--- src/rtl/phy_pwrup_pkg.sv ---
package phy_pwrup_pkg;

  typedef enum logic [2:0] {
    ST_IDLE,
    ST_BIAS,
    ST_REG,
    ST_TERM,
    ST_DIV,
    ST_CLK,
    ST_SER,
    ST_DONE
  } seqState_t;

  typedef struct packed {
    logic start;
    logic stepReg;
    logic stepTerm;
    logic stepDiv;
    logic stepClk;
    logic stepMode;
    logic stepSer;
    logic clrMode;
  } seqStrobe_t;

endpackage

--- src/rtl/phy_pwrup_ctrl.sv ---
module phy_pwrup_ctrl
  import phy_pwrup_pkg::*;
#(
  parameter int LONG_WAIT  = 750,
  parameter int SHORT_WAIT = 150
) (
  input  logic       clk,
  input  logic       rstN,
  input  logic       pwrOnReq,
  input  logic       pwrOffReq,
  output seqStrobe_t strobe,
  output logic       busy,
  output logic       ready
);

  localparam int MAX_WAIT = (LONG_WAIT > SHORT_WAIT) ? LONG_WAIT : SHORT_WAIT;
  localparam int CNT_W    = $clog2(MAX_WAIT + 1);
  localparam logic [CNT_W-1:0] LONG_LOAD  = CNT_W'(LONG_WAIT - 1);
  localparam logic [CNT_W-1:0] SHORT_LOAD = CNT_W'(SHORT_WAIT - 1);

  seqState_t        state, stateNext;
  logic [CNT_W-1:0] waitCnt, waitCntNext;
  logic             waitDone;

  assign busy     = (state != ST_IDLE) && (state != ST_DONE);
  assign ready    = (state == ST_DONE);
  assign waitDone = (waitCnt == '0);

  always_comb begin
    strobe         = '0;
    strobe.clrMode = pwrOffReq;
    stateNext      = state;
    waitCntNext    = waitDone ? waitCnt : waitCnt - 1'b1;
    unique case (state)
      ST_IDLE, ST_DONE: begin
        if (pwrOnReq) begin
          strobe.start = 1'b1;
          stateNext    = ST_BIAS;
          waitCntNext  = LONG_LOAD;
        end
      end
      ST_BIAS: if (waitDone) begin
        strobe.stepReg = 1'b1;
        stateNext      = ST_REG;
        waitCntNext    = SHORT_LOAD;
      end
      ST_REG: if (waitDone) begin
        strobe.stepTerm = 1'b1;
        stateNext       = ST_TERM;
        waitCntNext     = SHORT_LOAD;
      end
      ST_TERM: if (waitDone) begin
        strobe.stepDiv = 1'b1;
        stateNext      = ST_DIV;
        waitCntNext    = SHORT_LOAD;
      end
      ST_DIV: if (waitDone) begin
        strobe.stepClk = 1'b1;
        stateNext      = ST_CLK;
        waitCntNext    = SHORT_LOAD;
      end
      ST_CLK: if (waitDone) begin
        strobe.stepMode = 1'b1;
        stateNext       = ST_SER;
      end
      ST_SER: begin
        strobe.stepSer = 1'b1;
        stateNext      = ST_DONE;
      end
      default: stateNext = ST_IDLE;
    endcase
  end

  always_ff @(posedge clk or negedge rstN) begin
    if (!rstN) begin
      state   <= ST_IDLE;
      waitCnt <= '0;
    end else begin
      state   <= stateNext;
      waitCnt <= waitCntNext;
    end
  end

endmodule

--- src/rtl/phy_pwrup_dpath.sv ---
module phy_pwrup_dpath
  import phy_pwrup_pkg::*;
#(
  parameter int LANES = 4,
  localparam int CW = $clog2(LANES + 1),
  localparam int FW = (LANES > 1) ? $clog2(LANES) : 1
) (
  input  logic             clk,
  input  logic             rstN,
  input  seqStrobe_t       strobe,
  input  logic [CW-1:0]    laneCount,
  output logic [FW-1:0]    laneField,
  output logic             biasEn,
  output logic [2:0]       regEn,
  output logic             clkTermEn,
  output logic [LANES-1:0] dataTermEn,
  output logic             divEn,
  output logic             clkPathEn,
  output logic             termModeEn,
  output logic [LANES-1:0] serEn
);

  logic [CW-1:0]    effLanes;
  logic [LANES-1:0] maskNew;
  logic [LANES-1:0] laneMask;

  always_comb begin
    effLanes = laneCount;
    if (laneCount == '0) effLanes = CW'(1);
    else if (int'(laneCount) > LANES) effLanes = CW'(LANES);
  end

  for (genvar i = 0; i < LANES; i++) begin : g_mask
    assign maskNew[i] = (i < int'(effLanes));
  end

  always_ff @(posedge clk or negedge rstN) begin
    if (!rstN) begin
      laneMask   <= '0;
      laneField  <= '0;
      biasEn     <= 1'b0;
      regEn      <= '0;
      clkTermEn  <= 1'b0;
      dataTermEn <= '0;
      divEn      <= 1'b0;
      clkPathEn  <= 1'b0;
      termModeEn <= 1'b0;
      serEn      <= '0;
    end else begin
      if (strobe.start) begin
        laneMask  <= maskNew;
        laneField <= FW'(effLanes - 1'b1);
        biasEn    <= 1'b1;
      end
      if (strobe.stepReg) regEn <= 3'b111;
      if (strobe.stepTerm) begin
        clkTermEn  <= 1'b1;
        dataTermEn <= laneMask;
      end
      if (strobe.stepDiv) divEn <= 1'b1;
      if (strobe.stepClk) clkPathEn <= 1'b1;
      if (strobe.clrMode) termModeEn <= 1'b0;
      else if (strobe.stepMode) termModeEn <= 1'b1;
      if (strobe.stepSer) serEn <= laneMask;
    end
  end

endmodule

--- src/rtl/phy_pwrup_seq.sv ---
module phy_pwrup_seq
  import phy_pwrup_pkg::*;
#(
  parameter int LANES      = 4,
  parameter int LONG_WAIT  = 750,
  parameter int SHORT_WAIT = 150,
  localparam int CW = $clog2(LANES + 1),
  localparam int FW = (LANES > 1) ? $clog2(LANES) : 1
) (
  input  logic             clk,
  input  logic             rstN,
  input  logic             pwrOnReq,
  input  logic             pwrOffReq,
  input  logic [CW-1:0]    laneCount,
  output logic [FW-1:0]    laneField,
  output logic             biasEn,
  output logic [2:0]       regEn,
  output logic             clkTermEn,
  output logic [LANES-1:0] dataTermEn,
  output logic             divEn,
  output logic             clkPathEn,
  output logic             termModeEn,
  output logic [LANES-1:0] serEn,
  output logic             busy,
  output logic             ready
);

  seqStrobe_t strobe;

  phy_pwrup_ctrl #(
    .LONG_WAIT (LONG_WAIT),
    .SHORT_WAIT(SHORT_WAIT)
  ) ctrl_i (
    .clk      (clk),
    .rstN     (rstN),
    .pwrOnReq (pwrOnReq),
    .pwrOffReq(pwrOffReq),
    .strobe   (strobe),
    .busy     (busy),
    .ready    (ready)
  );

  phy_pwrup_dpath #(
    .LANES(LANES)
  ) dpath_i (
    .clk       (clk),
    .rstN      (rstN),
    .strobe    (strobe),
    .laneCount (laneCount),
    .laneField (laneField),
    .biasEn    (biasEn),
    .regEn     (regEn),
    .clkTermEn (clkTermEn),
    .dataTermEn(dataTermEn),
    .divEn     (divEn),
    .clkPathEn (clkPathEn),
    .termModeEn(termModeEn),
    .serEn     (serEn)
  );

endmodule

--- config.mk ---
export PLATFORM = sky130hd
export DESIGN_NAME = phy_pwrup_seq
export DESIGN_NICKNAME = d
export VERILOG_FILES = /design/src/rtl/phy_pwrup_pkg.sv /design/src/rtl/phy_pwrup_ctrl.sv /design/src/rtl/phy_pwrup_dpath.sv /design/src/rtl/phy_pwrup_seq.sv
export SDC_FILE = /design/constraint.sdc
export NUM_CORES = 1
export LEC_CHECK = 0
export CORE_MARGIN = 2
export CORE_UTILIZATION = 40
export DETAILED_ROUTE_END_ITERATION = 16
export PLACE_DENSITY = 0.63
export REMOVE_ABC_BUFFERS = 1
export SLEW_MARGIN = 20
export SYNTH_ARGS = -nofsm -noshare
export SYNTH_HDL_FRONTEND = slang
export SYNTH_SLANG_ARGS = --single-unit
--- constraint.sdc ---
create_clock -name clk -period 3.44 [get_ports clk]
set_clock_uncertainty 0.05 [all_clocks]
set_input_delay 0.344 -clock clk [delete_from_list [all_inputs] [get_ports clk]]
set_output_delay 0.344 -clock clk [all_outputs]
set_load 0.005 [all_outputs]
==> summary.txt, run 1 <==
Finish
  • Final #Nets: ~200
  • Util after Layout: between 50% and 60%
  • Layout cells sized above 1: between 10% and 20%
  • Synth-to-layout area growth: 22.35%
  • Diodes inserted: 0
  • Fillcell total: between 300 and 400

Routing
  • First-pass DRT Iterations: 4
  • DRT antenna net count: 0
  • Residual DRC: 0
  • Iteration-0 DRC Markers: 92
  • Routed WL: 3392 um
  • Via density: around 5.4
  • Via count: 1267
  • Post-DR wirelength/cell: around 15 um

Yosys
  • Synth top area share: roughly half
  • Post-synth EDFFs: 0
  • Most common cell in the netlist: dfrtp_1
  • Mux share of post-synthesis cell area: between 7 and 8%
  • Largest family of logic cells by synthesized area: simple AND/OR/NAND/NOR gates
  • Top_reg_cell synth: dfrtp_1
  • Largest cells by area after synthesis: dfrtp_1 49%, ha_1 5.2%, mux2_4 3.6%, mux2_2 3.4%, nand2_1 3.4%
  • Ys async rst share: 100.0%
  • Seq cells post-synth: 33
  • Mapped Area: roughly 1700 um^2
  • Synth Area in XOR/XNOR: less than 1%
  • Post-synthesis compound-gate area fraction: 14.38%
  • Post-Synthesis Cells: 153
  • YS warnings: 0
  • Area leader, netlist: dfrtp_1
  • Adder-Cell Fraction of Synth Area: 5.216%
  • Post-Synth Simple-Gate Area: a little under a fifth
  • Yosys cell types: 45
  • Synthesized area per cell: 10.97 um^2
  • Synth cell count leaders: 33 x dfrtp_1, 15 x nand2_1, 8 x a21oi_1, 8 x nor3_1
  • Register area share after synthesis: between 40 and 50%

Power
  • Leak: 0.9628 nW
  • Power per Cell Area: 342.4 nW/um^2
  • Max IR drop VDD: a little over 0.2 mV

Setup path
  • Slowest stage cell, crit path: or4b_4
  • Crit-path cells: inv_1 > ha_1 > or4b_4 > nor3_4 > inv_2 > ha_1 > nand2_1 > o211ai_1
  • CP most frequent cell: ha_1
  • Startpoint types: flip-flop
  • Maximum fanout along the worst path: 8
  • Setup CP Type: reg2reg
  • Crit path DAT: 2.41 ns
  • Req. time, crit path: ~3.5 ns
  • CP Capture Type: flip-flop
  • Max incr delay on CP: roughly 0.5 ns

Clock network
  • CTS Root Cell: clkbuf_8
  • Skew-Pair Late Insertion Delay: 0.28 ns
  • Clock transition at path regs: ~0.070 ns
  • CTS tree: yes
  • Hold-fix buffers at CTS: 0
  • H-tree depth: 2
  • CTS Buffer Depth: 2
  • CTS buffer count: 5
  • Clock Sinks: 33
  • Post-CTS Setup Bufs: 0
  • PostCTS Resize Cnt: 0

Run
  • Max_cap viols: 0

Timing
  • Final Hold Fails: 0
  • Least-Margin Pin Slew: slightly below 0.8 ns
  • RSZ-0062 raised after global routing: false
  • Final setup violation count: 0
  • Min cycle time layout: roughly 2.3 ns
  • Slack of the critical path: around 1.1 ns
  • Post-Route Setup TNS: 0 ns
  • Maximum clock frequency: ~430 MHz
  • Worst relative slew slack: a little under half
  • Fin crit share: ~68%
  • Max-slew violations: 0

GRT
  • GRT overflow: 0
  • First-pass GRT wire length: around 6000 um
  • Via count of the first global-routing pass: around 1300
  • Global Route Usage Sum: approximately 17%
  • Largest net degree at the start of global routing: 34
  • Initial antenna violation count: 0

Place
  • Pre-CTS WS: 1.110 ns
  • Hpwl dp: around 2500 um
  • Buffers on Ports: 26
  • Routability congestion estimate from global placement: a little over 0.8

Die
  • Row count: 23
  • I/O pin count: 27
  • Die area: approximately 4700 um^2
  • Initial Util: around two fifths
  • Die X: about 69 um
  • Placeable core area: about 4000 um^2
  • Height of the chip: between 60 and 70 um

Outcome
  • Status: completed

Min path
  • Hold Crit Class: in2async
[worst max-delay path, delay by kind of cell (launching register included)]
kind | cells | cell delay, ns
compound gates | 1 | 0.09
fa+ha+maj | 2 | 0.46
buf+inv | 2 | 0.25
flops | 1 | 0.42
simple gates | 3 | 0.89
[sequential cells by signal, summed over array words and instances, names as in the netlist]
register            cells
dpath_i.biasEn          1
dpath_i.regEn           1
dpath_i.clkPathEn       1
dpath_i.laneField       2
dpath_i.termModeEn      1
dpath_i.laneMask        4
dpath_i.serEn           4
ctrl_i.state            3
dpath_i.dataTermEn      4
dpath_i.clkTermEn       1
dpath_i.divEn           1
ctrl_i.waitCnt         10
[cell type report]
class | count | area (um^2) | share of cell area (%)
Multi-Input combinational cell | 107 | 782.0 | 38.06
Inverter | 8 | 30.03 | 1.462
Sequential cell | 33 | 825.8 | 40.19
Clock buffer | 5 | 68.82 | 3.350
Tap cell | 50 | 62.56 | 3.045
Timing Repair Buffer | 27 | 267.8 | 13.03
Clock inverter | 3 | 17.52 | 0.8526
[final timing paths]
| kind | startpoint | end | slack (ns) | cells after the start |
|---|---|---|---|---|
| min | rstN | ctrl_i.waitCnt[0] | 0.41 | 2 |
| min in group clk | dpath_i.clkTermEn | dpath_i.clkTermEn | 0.41 | 1 |
| max in group asynchronous | rstN | ctrl_i.waitCnt[6] | 2.64 | 2 |
| max | ctrl_i.waitCnt[0] | ctrl_i.waitCnt[0] | 1.11 | 8 |
| min reg2reg | dpath_i.clkTermEn | dpath_i.clkTermEn | 0.41 | 1 |
| max reg2reg | ctrl_i.waitCnt[0] | ctrl_i.waitCnt[0] | 1.11 | 8 |
[layout by cell type, fill, tap and decap left out, drive strengths merged, types with 2 or more instances in the layout]
master,count
o31ai,2
nand3,4
a211o,2
clkdlybuf4s50,26
nor3,9
nor2b,2
nor2,5
clkbuf,5
o21ai,7
or4,4
o21a,2
mux2,9
a31oi,2
nor3b,2
nor4,3
nand2b,5
inv,8
nand2,15
clkinv,2
a21oi,8
a21o,3
dfrtp,33
ha,7
[stage by stage]
stage          area (um^2)  cells  total power, mW  hold slack (ns)
2_1_floorplan         1638    148           0.4096        -0.001591
3_3_place_gp          1968    225           0.4317           0.3988
3_5_place_dp          1968    225           0.4327           0.4009
4_1_cts               2054    233           0.7130           0.4203
5_1_grt               2054    233           0.7406           0.4309
6_report              2054    233           0.7035           0.4054
[metal layers]
metal | routed length (um) | part of all wire, % | GRT usage [%] | up-vias
met3 | 142 | 4.2 | 4.058 | 6
met5 | 0 | 0 | 0 | -
met1 | 1492 | 44 | 22.68 | 618
li1 | - | - | - | 612
met4 | 44 | 1.3 | 7.108 | 0
met2 | 1713 | 51 | 26.80 | 31
[where the power goes]
part	internal [mW]	switching (mW)
registers	0.393	0.00375
logic	0.0139	0.0135
clock network	0.139	0.140
total	0.547	0.157
[cells by family (layout without fill, tap and decap cells)]
group,after synthesis,after routing
compound gates,35,35
mux,10,10
simple gates,54,54
flops,33,33
fa+ha+maj,7,7
xor+xnor,1,1
buf+inv,13,43
Note: power is estimated with default switching activity, not from simulation.
==> run 2, diff against run 1 <==
--- a/config.mk
+++ b/config.mk
@@ -8,7 +8,7 @@
 export CORE_MARGIN = 2
 export CORE_UTILIZATION = 40
 export DETAILED_ROUTE_END_ITERATION = 16
-export PLACE_DENSITY = 0.63
+export PLACE_DENSITY = 0.65
 export REMOVE_ABC_BUFFERS = 1
 export SLEW_MARGIN = 20
 export SYNTH_ARGS = -nofsm -noshare
==> constraint.sdc (replaced) <==
create_clock -name clk -period 2 [get_ports clk]
set_clock_uncertainty 0.05 [all_clocks]
set_input_delay 0.2 -clock clk [delete_from_list [all_inputs] [get_ports clk]]
set_output_delay 0.2 -clock clk [all_outputs]
set_load 0.005 [all_outputs]
==> run 2 against run 1 <==
The flow now finishes with violations (negative setup slack). Critical path type unchanged. Wire length is 31% higher. Clock-buffer cell count stayed put. Utilization is 10 points higher. Worst setup slack worse by 1.2 ns. Highest routed layer unchanged.
==> summary.txt, run 2 (synthesis results as in run 1) <==
Clock network
  • Skew-Pair Late Insertion Delay: 0.29 ns (about the same)
  • CTS Buffer Depth: 2 (unchanged)
  • H-tree depth: 2 (unchanged)
  • CTS tree: yes
  • CTS Root Cell: clkbuf_8
  • Hold-fix buffers at CTS: 0 (unchanged)
  • CTS buffer count: 5 (unchanged)
  • Clock transition at path regs: 0.07 ns (about the same)
  • Clock Sinks: 33 (unchanged)

Finish
  • Cell area after layout: 2462 um^2 (+20%)
  • Commonest non-fill, non-tap cells in the layout: 35 x buf_4, 32 x dfrtp_1, 25 x clkdlybuf4s50_1, 14 x nand2_1
  • Largest Register: ctrl_i.waitCnt
  • Synth-to-layout area growth: 46.65%
  • Final #Nets: 233 (+19%)
  • Util after Layout: 61.12% (+10 points)
  • Fillcell total: 333 (-13%)
  • Diodes inserted: 0 (unchanged)
  • Most common cell after layout, fill and taps aside: buf_4
  • Max FFs per register: 10 (unchanged)
  • Layout cells sized above 1: 37.27% (+23 points)

Power
  • Power per Cell Area: 500.5 nW/um^2 (+46%)
  • Leak: 1.151 nW (+20%)
  • Pwr Total: 1.232 mW (+75%)
  • Max IR drop VDD: 0.2686 mV (+30%)

Setup path
  • Worst R2R Start: ctrl_i.waitCnt[1]
  • CP Buf/Inv Count: 1 (-1)
  • Worst R2R Setup Slack: -0.07 ns (-1.18 ns)
  • Crit path DAT: 2.20 ns (-0.21 ns)
  • Startpoint types: flip-flop
  • Max incr delay on CP: 0.47 ns (-0.02 ns)
  • CP delay by family, top: simple AND/OR/NAND/NOR gates
  • Req. time, crit path: 2.13 ns (-1.39 ns)
  • Setup CP Type: reg2reg
  • Maximum fanout along the worst path: 5 (-3)
  • Crit path from: ctrl_i.waitCnt[1]
  • Cells on worst reg2reg path: 6 (-2)
  • Crit-path cells: inv_2 > ha_4 > or4b_4 > nor3_4 > nand3b_4 > mux2_4
  • Slowest stage cell, crit path: or4b_4
  • CP Capture Type: flip-flop
  • Number of cells on the critical path: 6 (-2)
  • CP endpoint: dpath_i.dataTermEn[2]
  • Worst R2R End: dpath_i.dataTermEn[2]

GRT
  • Initial antenna violation count: 0 (unchanged)
  • GRT overflow: 0 (unchanged)
  • Global Route Usage Sum: 19.93% (+2.8 points)
  • Via count of the first global-routing pass: 1465 (+12%)
  • First-pass GRT wire length: 6741 um (+12%)
  • Largest net degree at the start of global routing: 34 (unchanged)

Routing
  • Via count: 1470 (+16%)
  • Via density: 5.444 (+0.12%)
  • DRT antenna net count: 0 (unchanged)
  • Routed WL: 4442 um (+31%)
  • Post-DR wirelength/cell: 16.45 um (+13%)
  • Residual DRC: 0 (unchanged)
  • Iteration-0 DRC Markers: 116 (+26%)
  • First-pass DRT Iterations: 4 (unchanged)

Timing
  • RSZ-0062 raised after global routing: true
  • Min cycle time layout: 2.070 ns (-0.2571 ns)
  • Max-slew violations: 0 (unchanged)
  • Fin crit share: 103.5% (+36 points)
  • Post-Route Setup TNS: -0.4057 ns (-0.4057 ns)
  • Slack of the critical path: -0.06965 ns (-1.183 ns)
  • Final Hold Fails: 0 (unchanged)
  • Hold_ws: 0.2614 ns (-0.1440 ns)
  • Maximum clock frequency: 483.2 MHz (+12%)
  • Worst relative slew slack: 64.04% (+17 points)
  • Least-Margin Pin Slew: 0.5344 ns (-0.2499 ns)
  • Final setup violation count: 8 (+8)

Place
  • Dpl cell area: 2198 um^2 (+12%)
  • Buffers on Ports: 26 (unchanged)
  • Hpwl dp: 3053 um (+21%)
  • Routability congestion estimate from global placement: 0.8498 (+3.9%)

Run
  • Max_cap viols: 0 (unchanged)

Outcome
  • Failing checks: negative setup slack
  • Status: finished, violations left

Die
  • Row count: 23 (unchanged)
  • Height of the chip: 68.79 um (unchanged)
  • I/O pin count: 27 (unchanged)
  • Initial Util: 41.68% (unchanged)
  • Die X: 68.79 um (unchanged)
  • Die area: 4732 um^2 (unchanged)
  • Placeable core area: 4029 um^2 (unchanged)

Min path
  • Hold Crit Class: in2async
run 2: final cells by class:
| type | instances | area (um^2) | share of cell area (%) |
|---|---|---|---|
| Multi-Input combinational cell | 107 | 888.4 | 36.08 |
| Sequential cell | 33 | 827.0 | 33.59 |
| Timing Repair Buffer | 64 | 568.0 | 23.07 |
| Clock buffer | 5 | 68.82 | 2.795 |
| Tap cell | 50 | 62.56 | 2.541 |
| Inverter | 8 | 30.03 | 1.220 |
| Clock inverter | 3 | 17.52 | 0.7114 |
run 2: how the worst min path moves through the flow:
stage / from / endpoint / slack (ns) / cells past startpoint
final: rstN / dpath_i.regEn[0] / 0.26 / 2
after global routing: rstN / ctrl_i.waitCnt[7] / 0.32 / 2
after CTS: rstN / ctrl_i.waitCnt[7] / 0.27 / 2
after detailed placement: dpath_i.clkTermEn / dpath_i.clkTermEn / 0.40 / 1
after global placement: dpath_i.clkTermEn / dpath_i.clkTermEn / 0.40 / 1
after floorplan: rstN / ctrl_i.state[0] / -0.15 / 0
run 2: power by group:
group	switching, mW	internal, mW
combinational	0.0255	0.0251
clock	0.259	0.240
sequential	0.00633	0.677
run 2: metal layers:
metal  track usage (%)  share of wire [%]  routed length (um)  up-vias
met5                 0                  0                   0        -
met4             7.353                1.8                  80        0
met3             5.519                3.9                 174        9
met2             35.94                 53                2372       36
met1             22.28                 41                1815      745
li1                  -                  -                   -      680
run 2: what timing repair did:
item / CTS / global route
gates cloned: 0 / 0
pin swaps: 1 / 8
buffers inserted: 4 / 4
endpoints found under the setup margin: 8 / 17
resized for setup: 8 / 19
run 2: per-stage QoR:
stage,worst slack (ns),std cells
floorplan,-0.08808,148
global placement,0.01241,254
detailed placement,-0.05491,254
CTS,-0.06901,266
global route,-0.1495,270
finish,-0.06965,270
run 2: worst reg2reg max path: stages (launching register included):
cell	delay, ns
dfrtp_1	0.39
inv_2	0.09
ha_4	0.14
or4b_4	0.47
nor3_4	0.30
nand3b_4	0.19
mux2_4	0.34
